==> config.mk <==
export PLATFORM = sky130hd
export DESIGN_NAME = prg_ext_map
export DESIGN_NICKNAME = d
export VERILOG_FILES = /design/src/rtl/prg_ext_map.sv
export SDC_FILE = /design/constraint.sdc
export NUM_CORES = 1
export LEC_CHECK = 0
export BUFFER_PORTS_ARGS = -buffer_cell sky130_fd_sc_hd__buf_4
export CORE_ASPECT_RATIO = 2
export CORE_MARGIN = 2
export CORE_UTILIZATION = 31
export CTS_BUF_LIST = sky130_fd_sc_hd__clkbuf_2
export DETAILED_ROUTE_END_ITERATION = 16
export PLACE_DENSITY = 0.9
export SYNTH_ARGS = -nofsm -noshare
export SYNTH_HDL_FRONTEND = slang
export SYNTH_SLANG_ARGS = --single-unit
==> constraint.sdc <==
create_clock -name clk -period 1.3 [get_ports clk]
set_clock_uncertainty 0.15 [all_clocks]
set_input_delay 0.195 -clock clk [delete_from_list [all_inputs] [get_ports clk]]
set_output_delay 0.195 -clock clk [all_outputs]
set_load 0.01 [all_outputs]
==> src/rtl/prg_ext_map.sv <==
module prg_ext_map #(
  parameter int AW = 16,
  parameter int DW = 8,
  parameter int BW = 8,
  parameter int PRG_BANKS = 32,
  parameter logic [15:0] MODE_ADDR_A = 16'h5000,
  parameter logic [15:0] MODE_ADDR_B = 16'h6000,
  parameter logic [15:0] LOW_LO = 16'h5000,
  parameter logic [15:0] LOW_HI = 16'h7FFF
) (
  input  logic          clk,
  input  logic          rst_n,
  input  logic          wr_en,
  input  logic [AW-1:0] addr,
  input  logic [DW-1:0] wdata,
  input  logic [BW-1:0] norm_slot0,
  input  logic [BW-1:0] norm_slot1,
  input  logic [BW-1:0] norm_slot2,
  input  logic [BW-1:0] norm_slot3,
  input  logic [BW-1:0] shadow6,
  input  logic [BW-1:0] shadow7,
  output logic [BW-1:0] bank0,
  output logic [BW-1:0] bank1,
  output logic [BW-1:0] bank2,
  output logic [BW-1:0] bank3,
  output logic          rd_oe,
  output logic [DW-1:0] rd_data
);
  localparam logic [BW-1:0] LAST_BANK = BW'(PRG_BANKS - 1);
  localparam logic [BW-1:0] PREV_BANK = BW'(PRG_BANKS - 2);

  logic [DW-1:0] mode_q, last_q;
  logic          ext_seen;

  logic in_low, in_high, mode_hit;
  assign in_low   = (addr >= AW'(LOW_LO)) && (addr <= AW'(LOW_HI));
  assign in_high  = addr[AW-1];
  assign mode_hit = wr_en && (addr == AW'(MODE_ADDR_A) || addr == AW'(MODE_ADDR_B));

  always_ff @(posedge clk) begin
    if (!rst_n) begin
      mode_q   <= '0;
      last_q   <= '0;
      ext_seen <= 1'b0;
    end else begin
      if (mode_hit) begin
        mode_q   <= wdata;
        ext_seen <= 1'b1;
      end
      if (wr_en && (in_low || in_high)) last_q <= wdata;
    end
  end

  assign rd_oe = in_low;
  always_comb begin
    rd_data = '0;
    if (in_low)
      case (last_q[1:0])
        2'd2:    rd_data = DW'(8'h42);
        2'd3:    rd_data = DW'(8'h00);
        default: rd_data = DW'(8'h83);
      endcase
  end

  logic [4:0]    sel5;
  logic [3:0]    n32;
  logic [BW-1:0] base32, base16;
  assign sel5   = mode_q[4:0];
  assign n32    = mode_q[6] ? {2'b00, sel5[4:2]} : {1'b0, sel5[4:1]};
  assign base32 = BW'({n32, 2'b00});
  assign base16 = BW'({sel5, 1'b0});

  always_comb begin
    if (!ext_seen) begin
      bank0 = norm_slot0;
      bank1 = norm_slot1;
      bank2 = norm_slot2;
      bank3 = norm_slot3;
    end else if (!mode_q[7]) begin
      bank0 = shadow6;
      bank1 = shadow7;
      bank2 = PREV_BANK;
      bank3 = LAST_BANK;
    end else if (mode_q[5]) begin
      bank0 = base32;
      bank1 = base32 | BW'(1);
      bank2 = base32 | BW'(2);
      bank3 = base32 | BW'(3);
    end else begin
      bank0 = base16;
      bank1 = base16 | BW'(1);
      bank2 = base16;
      bank3 = base16 | BW'(1);
    end
  end
endmodule

==> summary.md <==
| Metric | Value |
|---|---|
| DIE HEIGHT | between 80 and 90 um |
| Design Area, Final | 2220 um2 |
| Fin crit share | 1.45 |
| Post-synth top area share | 0.217 |
| Final ANT Viol Nets | 0 |
| TritonCTS clock tree | done |
| Layout cells sized above 1 | 0.635 |
| GRT overflow | 0 |
| Worst setup SP type | flip-flop |
| Clock tree buffer depth | 2 |
| Non-Filler Instances | ~310 |
| Largest net degree at the start of global routing | 20 |
| Number of global-route vias before repair | 1,502 |
| Failing checks | setup timing |
| Most used DFF post-synth | dfxtp_1 |
| Final Wtd Congestion | between 0.7 and 0.8 |
| Yosys warning total | 0 |
| Area grow syn2layout | 119% |
| Worst Hold Class | in2reg |
| Dpl ws | -0.255 ns |
| P_leak | between 1 and 1.5 nW |
| Crit Path Class | reg2out |
| Total Power | 0.961 mW |
| Worst-path maximum fanout | 4 |
| Clock tree sinks | 11 |
| Root Driver | clkbuf_2 |
| Fin. Hold Viols | 0 |
| Rows | 29 |
| CP arrival | 1.54 ns |
| Avg WL per Cell | between 10 and 15 um |
| # nets final | about 350 |
| Post-synth EDFFs | 0 |
| IO buf count | around 110 |
| Largest area contributor in the netlist | dfxtp_1 |
| Outcome | complete, but fails checks |
| Number of diodes | 0 |
| HP Start | wdata[7] |
| VDD IR max | about 0.00048 V |
| 1st-iter DRT viols | 11 |
| Drt first pass iters | 4 |
| H-tree levels | 1 |
| Hold-critical path depth | 3 |
| Sequential fraction of the synthesis area | 0.217 |
| Hold endpoint | mode_q[7] |
| Fin worst setup slack | -0.581 ns |
| Syn Inst Count | roughly 160 |
| Crit. End Element | output pin |
| RSZ-0062 raised after global routing | yes |
| TritonCTS Buffers | 3 |
| Starting Density | 0.322 |
| GRT Overall Usage | 0.205 |
| Initial antenna violation count | 0 |
| Worst R2R Path Depth | 4 |
| Final WL | approximately 4000 um |
| Most common cell after layout, fill and taps aside | buf_4 |
| Pwr dens | around 430 nW/um2 |
| Fin. max-slew vios | 0 |
| Synthesized area per cell | ~6.5 um2 |
| Asr flop ratio synth | 0 |
| Synth area leaders | dfxtp_1 (22%), mux2i_1 (9.9%), nand2_1 (8.5%) |
| R2R Path End | mode_q[5] |
| # hold bufs at CTS | 0 |
| FF+latch count, synth | 11 |
| Crit path time final | about 1.9 ns |
| Final setup vio count | 32 |
| HPWL Detailed | ~2900 um |
| Drt drc | 0 |
| Fmax | about 530 MHz |
| Number of distinct library cells after synthesis | 29 |
| DIE AREA | ~3800 um2 |
| Max-Cap Viols | 0 |
| Clk slew on worst S/H paths | 0.12 ns |
| First-pass GRT wire length | around 6200 um |
| Routed vias | approximately 1,500 |
| Mapped cell area | 1020 um2 |
| WP data required | 0.95 ns |
| Vias/cell | approximately 4.9 |
| R2R Path Start | mode_q[5] |
| Cell Area, Placed | about 2000 um2 |
| Core Area | ~3200 um2 |
| R2r setup slk | approximately 0.3 ns |
| Clk_lat worst skew | ~0.26 ns |
| Die width | approximately 44 um |
| IO Count | between 100 and 150 |
| Placed insts | 301 |
| Most frequent cells in the layout | buf_4 (114), inv_1 (21), nand2_1 (18), nor2_1 (18), buf_6 (11) |
[logic make-up after synthesis]
family,Yosys count,synth area share
simple gates,60,0.281
compound gates,36,0.201
buf+inv,35,0.158
mux,13,0.132
flops,11,0.217
xor+xnor,1,0.00862
other cells,1,0.00369
[flip-flops by register name, summed over array words and instances (netlist names)]
| register | cells |
|---|---|
| mode_q | 8 |
| last_q | 2 |
| ext_seen | 1 |
[worst max-delay path, cell delays in order, from the launching register on]
cell	delay (ns)
dfxtp_2	0.35
nand2_4	0.10
mux2_4	0.33
o21ai_4	0.23
o21ai_1	0.11
buf_4	0.16
[how the worst max path moves through the flow]
stage | from | to | slack (ns) | depth (start not counted)
3_3_place_gp | mode_q[7] | bank3[1] | -0.23 | 5
4_1_cts | mode_q[5] | bank1[2] | -0.51 | 5
6_report | mode_q[5] | bank3[4] | -0.58 | 5
5_1_grt | mode_q[5] | bank3[4] | -0.63 | 5
3_5_place_dp | mode_q[6] | bank1[4] | -0.25 | 5
2_1_floorplan | mode_q[5] | bank0[2] | -0.08 | 4
[synthesized netlist by cell type, types with 2 or more instances]
| cell | number |
|---|---|
| inv_1 | 21 |
| mux2i_1 | 10 |
| o21ai_2 | 3 |
| dfxtp_1 | 11 |
| nor3b_1 | 2 |
| nor2_1 | 18 |
| o21ai_0 | 14 |
| clkbuf_1 | 5 |
| buf_4 | 5 |
| o22ai_1 | 6 |
| o21a_1 | 2 |
| nand2_1 | 23 |
| mux2_2 | 3 |
| nand3_1 | 2 |
| a21oi_1 | 10 |
| nor2b_1 | 9 |
[final cells by class]
class,count,area (um2)
clock buffers,3,15.0
clock inverters,1,5.00
fillers,247,933
inverters,22,85.1
multi-input cells,114,852
flip-flops and latches,11,233
well taps,31,38.8
repair buffers,126,995
[layer usage]
metal  vias to the layer above  track usage  part of all wire
met5                         -            0                 0
met4                         0       0.0606             0.015
met3                         6       0.0340             0.077
met2                        82        0.420              0.61
met1                       685        0.184              0.30
li1                        745            -                 -
[per-stage QoR]
step,utilization,TNS (ns),hold WS [ns]
3_3_place_gp,0.621,-4.98,0.303
4_1_cts,0.663,-11.86,0.00934
3_5_place_dp,0.621,-5.56,0.310
6_report,0.704,-12.25,0.00887
5_1_grt,0.704,-14.41,0.00851
2_1_floorplan,-,-0.950,0.180
[power breakdown]
group | switching, mW | internal, mW
Clock | 0.116 | 0.0696
Sequential | 0.00334 | 0.337
Combinational | 0.162 | 0.272
Total | 0.282 | 0.679
[what timing repair did]
| action | 4_1_cts | 5_1_grt |
|---|---|---|
| endpoints found under the setup margin | 36 | 41 |
| setup buffers | 2 | 2 |
| pin swaps | 18 | 9 |
| gates cloned | 0 | 1 |
| gates resized for setup | 34 | 29 |
Note: power is estimated with default switching activity, not from simulation.
